## src/rtl/port_irq_pkg.sv

```systemverilog
package port_irq_pkg;
  localparam int ADDR_W = 4;
  localparam int DATA_W = 8;

  localparam logic [ADDR_W-1:0] FLAG_ADDR = 4'hD;
  localparam logic [ADDR_W-1:0] ENAB_ADDR = 4'hE;
  localparam logic [ADDR_W-1:0] CTRL_ADDR = 4'hF;

  // control register bit positions
  localparam int CTRL_PULL_BIT = 7;
  localparam int CTRL_DBN_BIT  = 6;
  localparam int CTRL_RISE_BIT = 5;

  // flag / enable bit positions
  localparam int EXT_BIT  = 0;
  localparam int PORT_BIT = 1;

  typedef struct packed {
    logic pull;
    logic dbn;
    logic rise;
  } ctrl_t;

  localparam ctrl_t CTRL_RESET = '{pull: 1'b1, dbn: 1'b0, rise: 1'b0};
endpackage

```

## src/rtl/pin_sync.sv

```systemverilog
module pin_sync #(
  parameter int W      = 8,
  parameter int STAGES = 2
) (
  input  logic         clk,
  input  logic         rst_n,
  input  logic [W-1:0] d,
  output logic [W-1:0] q
);
  logic [W-1:0] chain [STAGES];

  always_ff @(posedge clk or negedge rst_n) begin
    if (!rst_n) chain[0] <= '0;
    else        chain[0] <= d;
  end

  for (genvar s = 1; s < STAGES; s++) begin : g_stage
    always_ff @(posedge clk or negedge rst_n) begin
      if (!rst_n) chain[s] <= '0;
      else        chain[s] <= chain[s-1];
    end
  end

  assign q = chain[STAGES-1];
endmodule

```

## src/rtl/debounce_filter.sv

```systemverilog
module debounce_filter #(
  parameter int W        = 8,
  parameter int DB_TICKS = 512
) (
  input  logic         clk,
  input  logic         rst_n,
  input  logic         enable,
  input  logic         tick,
  input  logic [W-1:0] din,
  output logic [W-1:0] dout
);
  localparam int CNT_W = (DB_TICKS > 2) ? $clog2(DB_TICKS) : 1;
  localparam logic [CNT_W-1:0] LAST = CNT_W'(DB_TICKS - 1);

  logic [W-1:0]     accepted;
  logic [W-1:0]     cand;
  logic [CNT_W-1:0] cnt;

  always_ff @(posedge clk or negedge rst_n) begin
    if (!rst_n) begin
      accepted <= '0;
      cand     <= '0;
      cnt      <= '0;
    end else if (!enable) begin
      // bypass: track input so a later enable starts clean
      accepted <= din;
      cand     <= din;
      cnt      <= '0;
    end else if (tick) begin
      if (din == accepted) begin
        cand <= accepted;
        cnt  <= '0;
      end else if (din != cand) begin
        cand <= din;
        cnt  <= CNT_W'(1);
      end else if (cnt == LAST) begin
        accepted <= din;
        cnt      <= '0;
      end else begin
        cnt <= cnt + CNT_W'(1);
      end
    end
  end

  assign dout = enable ? accepted : din;

  // accepted value only moves on a sample tick while filtering
  a_r6_hold_between_ticks: assert property (@(posedge clk) disable iff (!rst_n)
    (enable && !tick) |=> (accepted == $past(accepted)));

  // a sample differing from the candidate never gets accepted on that tick
  a_r7_no_accept_on_new: assert property (@(posedge clk) disable iff (!rst_n)
    (enable && tick && din != cand) |=> $stable(accepted));
endmodule

```

## src/rtl/edge_events.sv

```systemverilog
module edge_events #(
  parameter int W = 8
) (
  input  logic         clk,
  input  logic         rst_n,
  input  logic [W-1:0] filt,
  input  logic         pin0_in,
  input  logic         rise_sel,
  output logic         ext_ev,
  output logic         chg_ev
);
  logic [W-1:0] prev;

  always_ff @(posedge clk or negedge rst_n) begin
    if (!rst_n) prev <= '0;
    else        prev <= filt;
  end

  logic went_up, went_down;
  assign went_up   =  filt[0] & ~prev[0];
  assign went_down = ~filt[0] &  prev[0];

  assign chg_ev = (filt != prev);
  assign ext_ev = pin0_in & (rise_sel ? went_up : went_down);

  // every pin-0 event is also a port change
  a_r8_ext_implies_change: assert property (@(posedge clk) disable iff (!rst_n)
    ext_ev |-> chg_ev);
endmodule

```

## src/rtl/irq_regs.sv

```systemverilog
module irq_regs
  import port_irq_pkg::*;
(
  input  logic              clk,
  input  logic              rst_n,
  input  logic [ADDR_W-1:0] bus_addr,
  input  logic              bus_wr,
  input  logic [DATA_W-1:0] bus_wdata,
  output logic [DATA_W-1:0] bus_rdata,
  input  logic              ext_ev,
  input  logic              chg_ev,
  output ctrl_t             ctrl,
  output logic              irq_ext,
  output logic              irq_port
);
  logic flag_ext, flag_port, en_ext, en_port;
  logic clr_ext, clr_port;
  logic unused_wbits;

  assign unused_wbits = ^bus_wdata[4:2];
  assign clr_ext  = bus_wr && (bus_addr == FLAG_ADDR) && bus_wdata[EXT_BIT];
  assign clr_port = bus_wr && (bus_addr == FLAG_ADDR) && bus_wdata[PORT_BIT];

  always_ff @(posedge clk or negedge rst_n) begin
    if (!rst_n) begin
      ctrl <= CTRL_RESET;
    end else if (bus_wr && bus_addr == CTRL_ADDR) begin
      ctrl.pull <= bus_wdata[CTRL_PULL_BIT];
      ctrl.dbn  <= bus_wdata[CTRL_DBN_BIT];
      ctrl.rise <= bus_wdata[CTRL_RISE_BIT];
    end
  end

  always_ff @(posedge clk or negedge rst_n) begin
    if (!rst_n) begin
      en_ext  <= 1'b0;
      en_port <= 1'b0;
    end else if (bus_wr && bus_addr == ENAB_ADDR) begin
      en_ext  <= bus_wdata[EXT_BIT];
      en_port <= bus_wdata[PORT_BIT];
    end
  end

  // hardware set has priority over a software clear
  always_ff @(posedge clk or negedge rst_n) begin
    if (!rst_n) begin
      flag_ext  <= 1'b0;
      flag_port <= 1'b0;
    end else begin
      flag_ext  <= ext_ev | (flag_ext  & ~clr_ext);
      flag_port <= chg_ev | (flag_port & ~clr_port);
    end
  end

  assign irq_ext  = flag_ext  & en_ext;
  assign irq_port = flag_port & en_port;

  always_comb begin
    bus_rdata = '0;
    case (bus_addr)
      CTRL_ADDR: begin
        bus_rdata[CTRL_PULL_BIT] = ctrl.pull;
        bus_rdata[CTRL_DBN_BIT]  = ctrl.dbn;
        bus_rdata[CTRL_RISE_BIT] = ctrl.rise;
      end
      FLAG_ADDR: begin
        bus_rdata[EXT_BIT]  = flag_ext;
        bus_rdata[PORT_BIT] = flag_port;
      end
      ENAB_ADDR: begin
        bus_rdata[EXT_BIT]  = en_ext;
        bus_rdata[PORT_BIT] = en_port;
      end
      default: bus_rdata = '0;
    endcase
  end

  // flags hold unless cleared
  a_r9_ext_sticky: assert property (@(posedge clk) disable iff (!rst_n)
    (flag_ext && !clr_ext) |=> flag_ext);
  a_r9_port_sticky: assert property (@(posedge clk) disable iff (!rst_n)
    (flag_port && !clr_port) |=> flag_port);
  // a set event wins over a same-cycle clear
  a_r9_set_wins: assert property (@(posedge clk) disable iff (!rst_n)
    chg_ev |=> flag_port);
endmodule

```

## src/rtl/port_irq_unit.sv

```systemverilog
module port_irq_unit
  import port_irq_pkg::*;
#(
  parameter int PORT_W   = 8,
  parameter int DB_TICKS = 512
) (
  input  logic              clk,
  input  logic              rst_n,
  input  logic [PORT_W-1:0] port_in,
  input  logic              pin0_is_input,
  input  logic              sample_tick,
  input  logic [ADDR_W-1:0] bus_addr,
  input  logic              bus_wr,
  input  logic [DATA_W-1:0] bus_wdata,
  output logic [DATA_W-1:0] bus_rdata,
  output logic              pullup_en,
  output logic              irq_ext,
  output logic              irq_port
);
  logic [PORT_W-1:0] synced, filtered;
  logic              ext_ev, chg_ev;
  ctrl_t             ctrl;

  pin_sync #(.W(PORT_W), .STAGES(2)) u_sync (
    .clk(clk), .rst_n(rst_n), .d(port_in), .q(synced)
  );

  debounce_filter #(.W(PORT_W), .DB_TICKS(DB_TICKS)) u_filt (
    .clk(clk), .rst_n(rst_n), .enable(ctrl.dbn), .tick(sample_tick),
    .din(synced), .dout(filtered)
  );

  edge_events #(.W(PORT_W)) u_edges (
    .clk(clk), .rst_n(rst_n), .filt(filtered), .pin0_in(pin0_is_input),
    .rise_sel(ctrl.rise), .ext_ev(ext_ev), .chg_ev(chg_ev)
  );

  irq_regs u_regs (
    .clk(clk), .rst_n(rst_n), .bus_addr(bus_addr), .bus_wr(bus_wr),
    .bus_wdata(bus_wdata), .bus_rdata(bus_rdata), .ext_ev(ext_ev),
    .chg_ev(chg_ev), .ctrl(ctrl), .irq_ext(irq_ext), .irq_port(irq_port)
  );

  assign pullup_en = ctrl.pull;

  // an external event only occurs while pin 0 is an input
  a_r5_dir_gate: assert property (@(posedge clk) disable iff (!rst_n)
    (!pin0_is_input) |-> !ext_ev);
endmodule

```

## config.mk

```make
export PLATFORM = sky130hd
export DESIGN_NAME = port_irq_unit
export DESIGN_NICKNAME = d
export VERILOG_FILES = /design/src/rtl/port_irq_pkg.sv /design/src/rtl/pin_sync.sv /design/src/rtl/debounce_filter.sv /design/src/rtl/edge_events.sv /design/src/rtl/irq_regs.sv /design/src/rtl/port_irq_unit.sv
export SDC_FILE = /design/constraint.sdc
export NUM_CORES = 1
export LEC_CHECK = 0
export CELL_PAD_IN_SITES_DETAIL_PLACEMENT = 0
export CELL_PAD_IN_SITES_GLOBAL_PLACEMENT = 1
export CORE_MARGIN = 1
export CORE_UTILIZATION = 25
export DETAILED_ROUTE_END_ITERATION = 6
export GPL_ROUTABILITY_DRIVEN = 0
export GPL_TIMING_DRIVEN = 0
export PLACE_DENSITY = 0.57
export SETUP_SLACK_MARGIN = 0.2
export SLEW_MARGIN = 20
export SYNTH_ARGS = -nofsm -noshare
export SYNTH_HDL_FRONTEND = slang
export SYNTH_SLANG_ARGS = --single-unit
```

## constraint.sdc

```tcl
create_clock -name clk -period 1.9 [get_ports clk]
set_input_delay 0.38 -clock clk [delete_from_list [all_inputs] [get_ports clk]]
set_output_delay 0.38 -clock clk [all_outputs]
set_load 0.03 [all_outputs]
```

## Word-level counts from Yosys, hierarchy flattened

Index checks and enable logic that the tools add are counted.
Widths: inputs -> output; s select.

| word-level totals | value |
|---|---|
| bits of input ports | 25 |
| logic and storage cells | 64 |
| register bits after elaboration | 56 |

| cells by class | value |
|---|---|
| multiplexer cells | 18 |
| bitwise gates (word level) | 13 |
| equality and inequality tests | 12 |
| reduce and logical (&&, ||, !) cells | 7 |
| add/subtract/negate cells | 1 |

Operators with widths:

| cell | count |
|---|---|
| $mux 8 | 10 |
| $mux 9 | 5 |
| $ne 8x8->1 | 2 |
| $eq 4x4->1 const B | 3 |
| $add 9x1->9 const B | 1 |
| $eq 9x9->1 const B | 1 |
| $eq 8x8->1 | 1 |
| $ne 2x2->1 const B | 4 |
| $and 1x1->1 | 7 |
| $logic_and 1x1->1 | 5 |
| $not 1->1 | 4 |
| $pmux 2 s2 | 1 |
| $reduce_and 4->1 | 1 |
| $mux 3 | 1 |
| $ne 3x3->1 const B | 1 |
| $or 1x1->1 | 2 |
| $reduce_and 2->1 | 1 |
| $mux 1 | 1 |

## Longest topological paths before layout

| depth | value |
|---|---|
| word-level depth | 6 |
| mapped depth | 9 |

## Hierarchy

Synthesis repeated with hierarchy kept, for this count alone.

| unflattened totals | value |
|---|---|
| cell total of the unflattened synthesis | 212 |
| area, all modules | 2676.3 µm² |

By module, submodules not included:

| module | times used | area each (µm²) | cells an instance | sequential area each (µm²) |
|---|---|---|---|---|
| debounce_filter | 1 | 1503.9 | 132 | 625.6 |
| pin_sync | 1 | 460.4 | 24 | 400.4 |
| irq_regs | 1 | 385.4 | 32 | 176.4 |
| edge_events | 1 | 326.6 | 24 | 200.2 |

## Least setup slack after synthesis

No wires, ideal clock.

| timing path | value |
|---|---|
| kind | reg-to-reg |
| start point | reg u_filt.cnt[0] |
| end point | reg u_filt.accepted[0] |
| arrival time | 1.830 ns |
| path buffers | 1 |
| required time | 1.775 ns |
| period minus slack after synthesis | 1.954 ns |
| setup slack | -0.054 ns |
| stages on the path, launching flop included | 9 |
| library setup time | 0.125 ns |
| cell sequence | dfrtp_1 -> ha_1 -> nand3_1 -> or2_2 -> nor2_1 -> ha_1 -> a31o_1 -> buf_6 -> mux2_2 |

| on the way | value |
|---|---|
| cells in the longest elaborated chain, start to end | 3 |

RTL lines:

| element | RTL line | text |
|---|---|---|
| start: declaration | debounce_filter.sv:17 | `logic [CNT_W-1:0] cnt;` |
| start signal: assignment | debounce_filter.sv:40 | `cnt <= cnt + CNT_W'(1);` |
| $eq 9x9->1 | debounce_filter.sv:36 | `end else if (cnt == LAST) begin` |
| $ne 2x2->1 (no line) | n/a |  |
| $reduce_and 4->1 (no line) | n/a |  |
| end signal: assignment | debounce_filter.sv:26 | `accepted <= din;` |
| end signal: assignment | debounce_filter.sv:37 | `accepted <= din;` |
| end: declaration | debounce_filter.sv:15 | `logic [W-1:0] accepted;` |

No other way between the ends.
A chain may end at the register's enable or synchronous reset.

## Worst setup path after layout

| timing path | value |
|---|---|
| start point | reg u_sync.chain (netlist bit u_sync.q[6]) |
| end point | reg u_filt.accepted[6] |

| on the way | value |
|---|---|
| cells in the longest elaborated chain, start to end | 5 |
| elaborated cells on any way between the ends | 10 |
| those cells by class | 4 x eq/ne; 5 x mux; 1 x reduce/logical |

RTL lines:

| element | RTL line | text |
|---|---|---|
| start: declaration | pin_sync.sv:10 | `logic [W-1:0] chain [STAGES];` |
| start signal: indexed assignment | pin_sync.sv:20 | `else chain[s] <= chain[s-1];` |
| $mux 8 | debounce_filter.sv:36 |  |
| $mux 8 | debounce_filter.sv:33 | `end else if (din != cand) begin` |
| $mux 8 | debounce_filter.sv:30 | `if (din == accepted) begin` |
| $mux 8 | debounce_filter.sv:29 | `end else if (tick) begin` |
| $mux 8 | debounce_filter.sv:24 | `end else if (!enable) begin` |

Several ways; a longest one is shown, not always the timed one. The select of a mux whose other input is x is not followed.

==> flow_summary.yaml <==
run_status:
  status: "finished with violations"
  violations: "negative setup slack"
layout:
  fillers: 1008
  layout-drive-gt1-share_pct: 41.5
  final_core_util_pct: 36.5
  syn2layout_area_growth_pct: 41.0
  fin_area_mm2: 0.00358
  antenna_cells: 0
  nets: 303
global_route:
  grt_max_degree: 44
  grt_use_met1_pct: 12.7
  grt_pass1_wl_um: 7820
  use_met3_pct: 2.37
  overflow: 0
  grt.busiest_layer: "met2"
  grt_util_met2_pct: 16.1
  antenna_found_initial: 0
  grtUsageTotal_pct: 9.67
  grt_pass1_vias: 1644
floorplanning:
  die_height_um: 103
  boundaryPins: 36
  core_area_mm2: 0.00982
  initial_core_util_pct: 25.9
  design.die.area_mm2: 0.0106
  fp-row-count: 36
  die_w_um: 103
drt:
  drt_iter0_drc: 32
  drt-total-wl_um: 4910
  detail-route-antenna-nets: 0
  vias: 1680
  vias_per_cell: 4.12
  drc: 0
  drt_first_pass_iters: 4
  wl_per_cell_um: 12.0
synthesis:
  ys_seq_area_share_pct: 55.2
  syn_inst: 208
  yosys.area.top_type: "dfrtp_1"
  yosysWarningCount: 0
  ys_types: 34
  syn_area_mm2: 0.00254
  syn_area_per_cell_um2: 12.2
  synth.area.top_cells: "dfrtp_1 (54%), mux2_2 (11%), xor2_1 (4.5%)"
  ys_ff_latch: 56
  synth_top_area_share_pct: 54.2
worst_setup_path:
  cp_max_fo: 8
  cp-end-kind: "flop"
  arrival_ns: 2.13
  cp.required_ns: 2.10
  start_kind: "flop"
  crit_type: "flop to flop"
run:
  cap_violations: 0
clock_tree:
  clock_sinks: 56
  cts_tree: "built"
  numCtsBuffers: 5
  clk_latency_ns: 0.30
  cts_buffer_depth: 2
  cts_root_buf: "clkbuf_8"
  path_clk_slew_ns: 0.10
  htreeDepth: 2
timing:
  fin_tns_setup_ns: -0.449
  final_max_slew_viol_count: 0
  post-route-period-util_pct: 102
  rsz0062_at_grt: "yes"
  fin_skew_ns: 0.00632
  setup_ws_ns: -0.0376
  max_freq_mhz: 516
  setup_viol: 16
  min_period_ns: 1.94
  relSlewSlack_pct: 66.8
  worst_pin_slew_ns: 0.496
  finalHoldViolations: 0
pwr:
  p_leak_uw: 0.00156
  power_uw: 3160
  power_density_mw_per_mm2: 881
  peakVddDrop_v: 0.000441
worst_hold_path:
  hold_class: "flop to flop"
place:
  portBuffers: 28
  place_hpwl_um: 3200
  dpl_cell_area_mm2: 0.00305
final cells by class:
type	count	area, um2	area share [%]
tap	133	166	4.64
buffer	7	63.8	1.78
clock inverter	3	46.3	1.29
multi-input combinational	142	1290	36.0
inverter	5	18.8	0.524
clock buffer	5	68.8	1.92
sequential	56	1410	39.4
timing repair buffer	57	518	14.5
Yosys cell counts:
cell / n
a211oi_2: 1
a21o_2: 1
a21oi_1: 2
a22o_1: 1
a22oi_1: 2
a31o_1: 1
and2_1: 8
buf_4: 4
buf_6: 1
clkbuf_1: 2
conb_1: 1
dfrtp_1: 55
dfstp_2: 1
ha_1: 4
inv_1: 5
mux2_2: 25
mux2_4: 4
mux2i_1: 1
nand2_1: 22
nand3_1: 6
nand4_1: 3
nor2_1: 11
nor2b_1: 5
nor3_1: 3
nor3b_1: 2
nor4_1: 1
nor4_2: 2
o2111ai_1: 5
o21a_1: 1
o21ai_0: 2
o2bb2ai_1: 1
or2_2: 1
xnor2_1: 11
xor2_1: 13
cells by family after synthesis:
| kind of cell | count (synthesis) | share of synthesized area (%) |
|---|---|---|
| other | 1 | 0.148 |
| and+or+nand+nor | 64 | 12.7 |
| buffers and inverters | 12 | 2.66 |
| muxes | 30 | 13.8 |
| DFF | 56 | 55.2 |
| adders and majority gates | 4 | 1.97 |
| AOI/OAI and AO/OA | 17 | 5.27 |
| xor gates and xnor gates | 24 | 8.27 |
metrics by stage:
stage | setup WS, ns | std cells | hold WS [ns]
6_report | -0.0376 | 408 | 0.356
5_1_grt | -0.131 | 408 | 0.366
4_1_cts | -0.0624 | 401 | 0.359
3_5_place_dp | -0.461 | 372 | 0.249
3_3_place_gp | -1.43 | 371 | 0.333
2_1_floorplan | 0.0342 | 210 | 0.0844
final timing paths:
path                             startpoint            endpoint  slack, ns  depth (start not counted)
max                             u_sync.q[6]  u_filt.accepted[6]      -0.04                          6
min in group asynchronous             rst_n    u_sync.chain[11]       0.45                          2
max in group asynchronous             rst_n      u_regs.ctrl[2]       0.91                          3
min                        u_sync.chain[14]         u_sync.q[6]       0.36                          0
min reg2reg                u_sync.chain[14]         u_sync.q[6]       0.36                          0
max reg2reg                     u_sync.q[6]  u_filt.accepted[6]      -0.04                          6
state kept, by name, summed over array words and instances (netlist names):
register / flops
u_edges.prev: 8
u_filt.accepted: 8
u_filt.cand: 8
u_filt.cnt: 9
u_regs.ctrl: 3
u_regs.en_ext: 1
u_regs.en_port: 1
u_regs.flag_ext: 1
u_regs.flag_port: 1
u_sync.chain: 8
u_sync.q: 8
critical path, stage by stage, from the launching register on:
cell	delay, ns
dfrtp_2	0.46
xnor2_2	0.16
nand4_1	0.23
a211oi_4	0.31
a31o_1	0.19
buf_6	0.17
mux2_4	0.31
layout by cell type (no fill, tap or decap), types with 2 or more instances in the layout:
| cell type | Yosys | layout |
|---|---|---|
| nor2_2 | 0 | 2 |
| buf_6 | 1 | 11 |
| nor2_4 | 0 | 2 |
| o21ai_1 | 0 | 2 |
| nor4_4 | 0 | 2 |
| clkbuf_2 | 0 | 2 |
| dlygate4sd2_1 | 0 | 5 |
| xor2_1 | 13 | 12 |
| nand4_1 | 3 | 3 |
| nor2_1 | 11 | 7 |
| nor2b_2 | 0 | 2 |
| nor3b_1 | 2 | 2 |
| conb_1 | 1 | 3 |
| buf_2 | 0 | 2 |
| dfrtp_1 | 55 | 49 |
| clkdlybuf4s50_1 | 0 | 15 |
| xnor2_2 | 0 | 4 |
| mux2_2 | 25 | 10 |
| a22oi_1 | 2 | 2 |
| a21oi_2 | 0 | 2 |
| mux2_4 | 4 | 19 |
| clkbuf_8 | 0 | 5 |
| ha_4 | 0 | 2 |
| nor3_1 | 3 | 2 |
| inv_1 | 5 | 3 |
| buf_4 | 4 | 24 |
| dfrtp_2 | 0 | 6 |
| nand3_1 | 6 | 5 |
| and2_1 | 8 | 8 |
| nor2b_1 | 5 | 3 |
| inv_2 | 0 | 2 |
| xnor2_1 | 11 | 7 |
| o2111ai_1 | 5 | 5 |
| nand2_1 | 22 | 21 |
per-layer routing:
metal,routed length [um],vias to the layer above
met5,0,-
met4,25,0
met3,178,2
met1,2380,814
met2,2320,31
li1,-,833
what timing repair did:
| item | CTS | global route |
|---|---|---|
| buffers inserted | 20 | 7 |
| hold endpoints to repair | 13 | 0 |
| pin swaps | 18 | 21 |
| endpoints found under the setup margin | 35 | 30 |
| hold buffers | 1 | 0 |
| gates resized for setup | 67 | 34 |
power by group:
group / switching, uW / total, uW / internal (uW)
logic: 392 / 890 / 499
clock network: 402 / 799 / 398
registers: 121 / 1470 / 1350
total: 914 / 3160 / 2240
No activity file was read; power rests on OpenSTA's default activity.
